### src/rtl/bl_arb_pkg.sv
`timescale 1ns/1ps
package bl_arb_pkg;

    // Scroll register layout: enable on top, fine scroll below.
    typedef struct packed {
        logic       disp_en;
        logic [2:0] fine_y;
    } vscroll_t;

    localparam int VSCROLL_W = $bits(vscroll_t);

    // Who holds the bus in the current cycle.
    typedef enum logic [1:0] {
        BUS_CPU  = 2'd0,
        BUS_WARN = 2'd1,
        BUS_DMA  = 2'd2
    } bus_phase_e;

    function automatic logic in_span(int unsigned v, int unsigned lo, int unsigned hi);
        return (v >= lo) && (v <= hi);
    endfunction

endpackage

### src/rtl/bl_raster_timer.sv
`timescale 1ns/1ps
module bl_raster_timer #(
    parameter int LINE_CYCLES = 63,
    parameter int NUM_LINES   = 312,
    parameter int CW          = 6,
    parameter int LW          = 9
) (
    input  logic          clk,
    input  logic          rst,
    output logic [CW-1:0] cyc,
    output logic [LW-1:0] line
);
    localparam logic [CW-1:0] CYC_LAST  = CW'(LINE_CYCLES - 1);
    localparam logic [LW-1:0] LINE_LAST = LW'(NUM_LINES - 1);

    logic wrap;
    assign wrap = (cyc == CYC_LAST);

    always_ff @(posedge clk) begin
        if (rst) begin
            cyc  <= '0;
            line <= '0;
        end else begin
            cyc <= wrap ? '0 : cyc + CW'(1);
            if (wrap) begin
                line <= (line == LINE_LAST) ? '0 : line + LW'(1);
            end
        end
    end
endmodule

### src/rtl/bl_scroll_reg.sv
`timescale 1ns/1ps
module bl_scroll_reg
    import bl_arb_pkg::*;
(
    input  logic                 clk,
    input  logic                 rst,
    input  logic                 we,
    input  logic [VSCROLL_W-1:0] wdata,
    output vscroll_t             vs
);
    always_ff @(posedge clk) begin
        if (rst) begin
            vs <= '0;
        end else if (we) begin
            vs <= vscroll_t'(wdata);
        end
    end
endmodule

### src/rtl/bl_badline_detect.sv
`timescale 1ns/1ps
module bl_badline_detect
    import bl_arb_pkg::*;
#(
    parameter int LW        = 9,
    parameter int WIN_FIRST = 48,
    parameter int WIN_LAST  = 247
) (
    input  logic [LW-1:0] line,
    input  vscroll_t      vs,
    output logic          badline
);
    logic in_window;
    logic phase_hit;

    always_comb begin
        in_window = in_span(int'(line), WIN_FIRST, WIN_LAST);
        phase_hit = (line[2:0] == vs.fine_y);
        badline   = vs.disp_en && in_window && phase_hit;
    end
endmodule

### src/rtl/bl_bus_arbiter.sv
`timescale 1ns/1ps
module bl_bus_arbiter
    import bl_arb_pkg::*;
#(
    parameter int CW          = 6,
    parameter int COLW        = 6,
    parameter int FETCH_FIRST = 15,
    parameter int FETCH_LAST  = 54,
    parameter int WARN_CYCLES = 3
) (
    input  logic            clk,
    input  logic            rst,
    input  logic [CW-1:0]   cyc,
    input  logic            badline,
    input  logic            cpu_rd,
    output logic            ba,
    output logic            aec,
    output logic            cpu_rdy,
    output logic            dma_fetch,
    output logic [COLW-1:0] dma_col
);
    localparam int              WARN_FIRST = FETCH_FIRST - WARN_CYCLES;
    localparam int              WW         = $clog2(WARN_CYCLES + 1);
    localparam logic [WW-1:0]   WARN_DONE  = WW'(WARN_CYCLES);
    localparam logic [CW-1:0]   END_CYC    = CW'(FETCH_LAST);
    localparam logic [CW-1:0]   START_CYC  = CW'(FETCH_FIRST);

    logic          in_win;
    logic          ba_low;
    logic          hold_q;
    logic [WW-1:0] warn_q;
    logic          stall_q;
    logic          want_stall;
    bus_phase_e    phase;

    always_comb begin
        in_win     = in_span(int'(cyc), WARN_FIRST, FETCH_LAST);
        ba_low     = in_win && (badline || hold_q);
        if (ba_low && (warn_q == WARN_DONE) && (cyc >= START_CYC)) begin
            phase = BUS_DMA;
        end else if (ba_low) begin
            phase = BUS_WARN;
        end else begin
            phase = BUS_CPU;
        end
        want_stall = (phase != BUS_CPU) && (cpu_rd || stall_q);
    end

    always_ff @(posedge clk) begin
        if (rst) begin
            hold_q  <= 1'b0;
            warn_q  <= '0;
            stall_q <= 1'b0;
        end else begin
            // Once the warning has begun it runs to the fixed end cycle.
            if (cyc == END_CYC) begin
                hold_q <= 1'b0;
            end else if (ba_low) begin
                hold_q <= 1'b1;
            end
            if (!ba_low) begin
                warn_q <= '0;
            end else if (warn_q != WARN_DONE) begin
                warn_q <= warn_q + WW'(1);
            end
            stall_q <= want_stall;
        end
    end

    always_comb begin
        ba        = (phase == BUS_CPU);
        aec       = (phase != BUS_DMA);
        dma_fetch = (phase == BUS_DMA);
        cpu_rdy   = !((phase == BUS_DMA) || want_stall);
        dma_col   = dma_fetch ? COLW'(cyc - START_CYC) : '0;
    end
endmodule

### src/rtl/badline_bus_arbiter.sv
`timescale 1ns/1ps
module badline_bus_arbiter
    import bl_arb_pkg::*;
#(
    parameter int LINE_CYCLES = 63,
    parameter int NUM_LINES   = 312,
    parameter int WIN_FIRST   = 48,
    parameter int WIN_LAST    = 247,
    parameter int FETCH_FIRST = 15,
    parameter int FETCH_COLS  = 40,
    parameter int WARN_CYCLES = 3,
    localparam int CW         = $clog2(LINE_CYCLES),
    localparam int LW         = $clog2(NUM_LINES),
    localparam int COLW       = $clog2(FETCH_COLS),
    localparam int FETCH_LAST = FETCH_FIRST + FETCH_COLS - 1
) (
    input  logic                 clk,
    input  logic                 rst,
    input  logic                 reg_we,
    input  logic [VSCROLL_W-1:0] reg_wdata,
    input  logic                 cpu_rd,
    output logic                 ba,
    output logic                 aec,
    output logic                 cpu_rdy,
    output logic                 dma_fetch,
    output logic [COLW-1:0]      dma_col,
    output logic [CW-1:0]        raster_cycle,
    output logic [LW-1:0]        raster_line
);
    vscroll_t vs;
    logic     badline;

    bl_raster_timer #(
        .LINE_CYCLES(LINE_CYCLES), .NUM_LINES(NUM_LINES), .CW(CW), .LW(LW)
    ) u_timer (
        .clk(clk), .rst(rst), .cyc(raster_cycle), .line(raster_line)
    );

    bl_scroll_reg u_scroll (
        .clk(clk), .rst(rst), .we(reg_we), .wdata(reg_wdata), .vs(vs)
    );

    bl_badline_detect #(
        .LW(LW), .WIN_FIRST(WIN_FIRST), .WIN_LAST(WIN_LAST)
    ) u_detect (
        .line(raster_line), .vs(vs), .badline(badline)
    );

    bl_bus_arbiter #(
        .CW(CW), .COLW(COLW), .FETCH_FIRST(FETCH_FIRST),
        .FETCH_LAST(FETCH_LAST), .WARN_CYCLES(WARN_CYCLES)
    ) u_arb (
        .clk(clk), .rst(rst), .cyc(raster_cycle), .badline(badline),
        .cpu_rd(cpu_rd), .ba(ba), .aec(aec), .cpu_rdy(cpu_rdy),
        .dma_fetch(dma_fetch), .dma_col(dma_col)
    );
endmodule

### config.mk
export PLATFORM = sky130hd
export DESIGN_NAME = badline_bus_arbiter
export DESIGN_NICKNAME = d
export VERILOG_FILES = /design/src/rtl/bl_arb_pkg.sv /design/src/rtl/bl_raster_timer.sv /design/src/rtl/bl_scroll_reg.sv /design/src/rtl/bl_badline_detect.sv /design/src/rtl/bl_bus_arbiter.sv /design/src/rtl/badline_bus_arbiter.sv
export SDC_FILE = /design/constraint.sdc
export NUM_CORES = 1
export LEC_CHECK = 0
export CAP_MARGIN = 20
export CORE_UTILIZATION = 50
export CTS_CLUSTER_DIAMETER = 120
export DETAILED_ROUTE_END_ITERATION = 16
export GPL_TIMING_DRIVEN = 0
export PLACE_DENSITY_LB_ADDON = 0.12
export SETUP_SLACK_MARGIN = 0.3
export SKIP_CTS_REPAIR_TIMING = 1
export SYNTH_ARGS = -nofsm -noshare
export SYNTH_HDL_FRONTEND = slang
export SYNTH_HIERARCHICAL = 1
export SYNTH_SLANG_ARGS = --single-unit
### constraint.sdc
create_clock -name clk -period 3.85 [get_ports clk]
set_clock_uncertainty 0.2 [all_clocks]
set_input_delay 1.155 -clock clk [delete_from_list [all_inputs] [get_ports clk]]
set_output_delay 1.155 -clock clk [all_outputs]
set_load 0.05 [all_outputs]
==> summary.md <==
| Metric | Value |
|---|---|
| Max Buffers Root-to-Sink | `2` |
| Total Neg Setup Slack | `0 ns` |
| Cell Pwr Density | `239 nW/um^2` |
| Hold_sp | `u_arb/hold_q` |
| Worst slew pin tran | `0.502 ns` |
| Antenna violations before repair | `0` |
| Routed Antenna Nets | `0` |
| Commonest cells after routing, fill and taps aside | `21 x clkdlybuf4s50_1, 15 x dfxtp_1, 13 x nor2_1` |
| Post-synth ARST share | `0` |
| Cells after DPL | `205` |
| Ports | `33` |
| Total CTS buffers | `3` |
| Total via count in the routed design | `1181` |
| Number of remaining DRC errors | `0` |
| Worst R2R Start | `u_timer/cyc[1]` |
| Critical Path Sink Type | `output port` |
| Final core occ | `0.690` |
| Warnings from Yosys | `6` |
| Slew HR | `0.665` |
| CP startpoint | `cpu_rd` |
| CTS tree | `built` |
| Grt ovf | `0` |
| # H-tree levels | `1` |
| Mapped Nets | `158` |
| WP data arrival | `2.09 ns` |
| Die Span Y | `52.8 um` |
| Dpl hpwl | `2.07 mm` |
| Routed WL | `2.87 mm` |
| Cell Chain, Critical Path | `clkdlybuf4s50_1 > nor2_1 > a21o_1 > clkbuf_2` |
| Post-layout minimum cycle time | `3.44 ns` |
| Clk pin slew, worst setup/hold paths | `0.12 ns` |
| Drt first pass iters | `4` |
| Worst Path Max Fanout | `2` |
| Final setup viols | `0` |
| Final cell count without fillers | `211` |
| Most common cell after layout, fill and taps aside | `clkdlybuf4s50_1` |
| Clk_lat worst skew | `0.30 ns` |
| Worst path max stage delay | `0.40 ns` |
| Leakage | `0.629 nW` |
| IO Port Bufs | `31` |
| First-pass GRT wire length | `4.41 mm` |
| Nets | `196` |
| Vias in the first global route | `1024` |
| Yosys cell types | `39` |
| Gr usage total | `0.212` |
| FF+latch count, synth | `23` |
| Post-synth EDFFs | `0` |
| Starting Density | `0.525` |
| Slowest-stage cell, CP | `clkdlybuf4s50_1` |
| Clock root buffer | `clkbuf_4` |
| Top_reg_cell synth | `dfxtp_1` |
| Area Growth Syn to Fin | `31.2%` |
| Core Footprint | `2450 sq um` |
| Routability cong. | `0.877` |
| Fmax | `0.291 GHz` |
| Netlist Area Pre-Place | `1290 sq um` |
| CTS sink count | `23` |
| Die X | `52.8 um` |
| Initial drt markers | `21` |
| Syn_area_per_cell | `8.96 sq um` |
| Share of the yosys chip area belonging to registers | `0.357` |
| Worst path required time | `2.49 ns` |
| Top delay family on crit path | `buffers and inverters` |
| Ant. Diodes | `0` |
| Unrepaired setup endpoints after global routing | `false` |
| VDD IR max | `0.223 mV` |
| Synth Instances | `144` |
| Endpoints failing hold | `0` |
| Die area | `2790 sq um` |
| Type of the most critical hold path | `reg2reg` |
| Status | `complete, no violations` |
| Routed vias/inst | `5.60` |
| Fin crit share | `0.894` |
| Crit Path Category | `in2out` |
| Max-cap viol count | `0` |
| Average wire per standard cell | `13.6 um` |
| Share of layout cells above drive strength 1 | `0.232` |
| Std cell rows | `18` |
| Critical Path Start Type | `primary input` |
| Largest net degree at the start of global routing | `15` |
| CP bufs+invs | `2` |
| Max-slew violations | `0` |
-- state kept, by name (all words and copies together), names as in the netlist --
signal	cells
u_timer/line	9
u_timer/cyc	6
u_scroll/vs	4
u_arb/warn_q	2
u_arb/hold_q	1
u_arb/stall_q	1
-- worst register-to-register path, cell delays in order (launching register included) --
cell	delay, ns
dfxtp_1	0.54
ha_1	0.24
and4_4	0.27
nand2_4	0.09
or4_1	0.50
a21oi_1	0.17
-- synth_stat cells (2+ instances only) --
cell / instances / area [sq um]
a211o_1: 2 / 17.5
a21oi_1: 4 / 20.0
a311oi_2: 2 / 30.0
and3_1: 3 / 18.8
clkbuf_1: 2 / 7.51
dfxtp_1: 23 / 460
ha_1: 6 / 75.1
inv_1: 5 / 18.8
mux2i_1: 6 / 60.1
nand2_1: 7 / 26.3
nand3_1: 9 / 45.0
nand3b_1: 2 / 15.0
nand4_1: 3 / 18.8
nor2_1: 13 / 48.8
nor3_1: 16 / 80.1
o31ai_1: 2 / 15.0
or4_1: 3 / 22.5
xnor2_1: 10 / 87.6
xor2_1: 6 / 52.6
-- logic make-up (layout without fill, tap and decap cells) --
group,Yosys count,count (layout),share of synthesized area
buf+inv,10,47,0.0369
simple gates,66,66,0.276
xor+xnor,16,16,0.109
mux,6,6,0.0466
compound gates,17,17,0.116
flops,23,23,0.357
fa+ha+maj,6,6,0.0582
-- stage by stage --
stage | power (mW) | cell area (sq um) | hold slack, ns | worst slack (ns)
after floorplan | 0.283 | 1330 | 0.235 | 0.160
after global placement | 0.300 | 1670 | 0.257 | -0.0922
after detailed placement | 0.302 | 1670 | 0.275 | -0.120
after CTS | 0.412 | 1700 | 0.291 | -0.298
after global routing | 0.423 | 1690 | 0.323 | 0.286
final | 0.405 | 1690 | 0.309 | 0.409
-- worst paths after layout --
path / to / cells after the start / slack [ns]
max: cpu_rdy / 4 / 0.41
min: u_arb/hold_q / 2 / 0.31
max reg2reg: u_timer/line[7] / 5 / 1.79
min reg2reg: u_arb/hold_q / 2 / 0.31
-- layout make-up --
type / count / area [sq um]
Fill cell: 213 / 762
Clock inverter: 1 / 5.00
Buffer: 5 / 28.8
Multi-Input combinational cell: 111 / 825
Sequential cell: 23 / 473
Timing Repair Buffer: 33 / 283
Inverter: 5 / 18.8
Tap cell: 30 / 37.5
Clock buffer: 3 / 22.5
-- layer usage --
metal	global-route usage	share of wire	up-vias	routed length [um]
li1	-	-	595	-
met1	0.288	0.47	549	1350
met2	0.342	0.47	35	1340
met3	0.0377	0.057	2	165
met4	0.0526	0.0070	0	20
met5	0	0	-	0
-- report_power, final --
| group | total, mW | internal [mW] | switching (mW) |
|---|---|---|---|
| clock network | 0.110 | 0.0387 | 0.0709 |
| logic | 0.0434 | 0.0197 | 0.0237 |
| registers | 0.252 | 0.243 | 0.00970 |
Power figures use the tool's default switching activity.
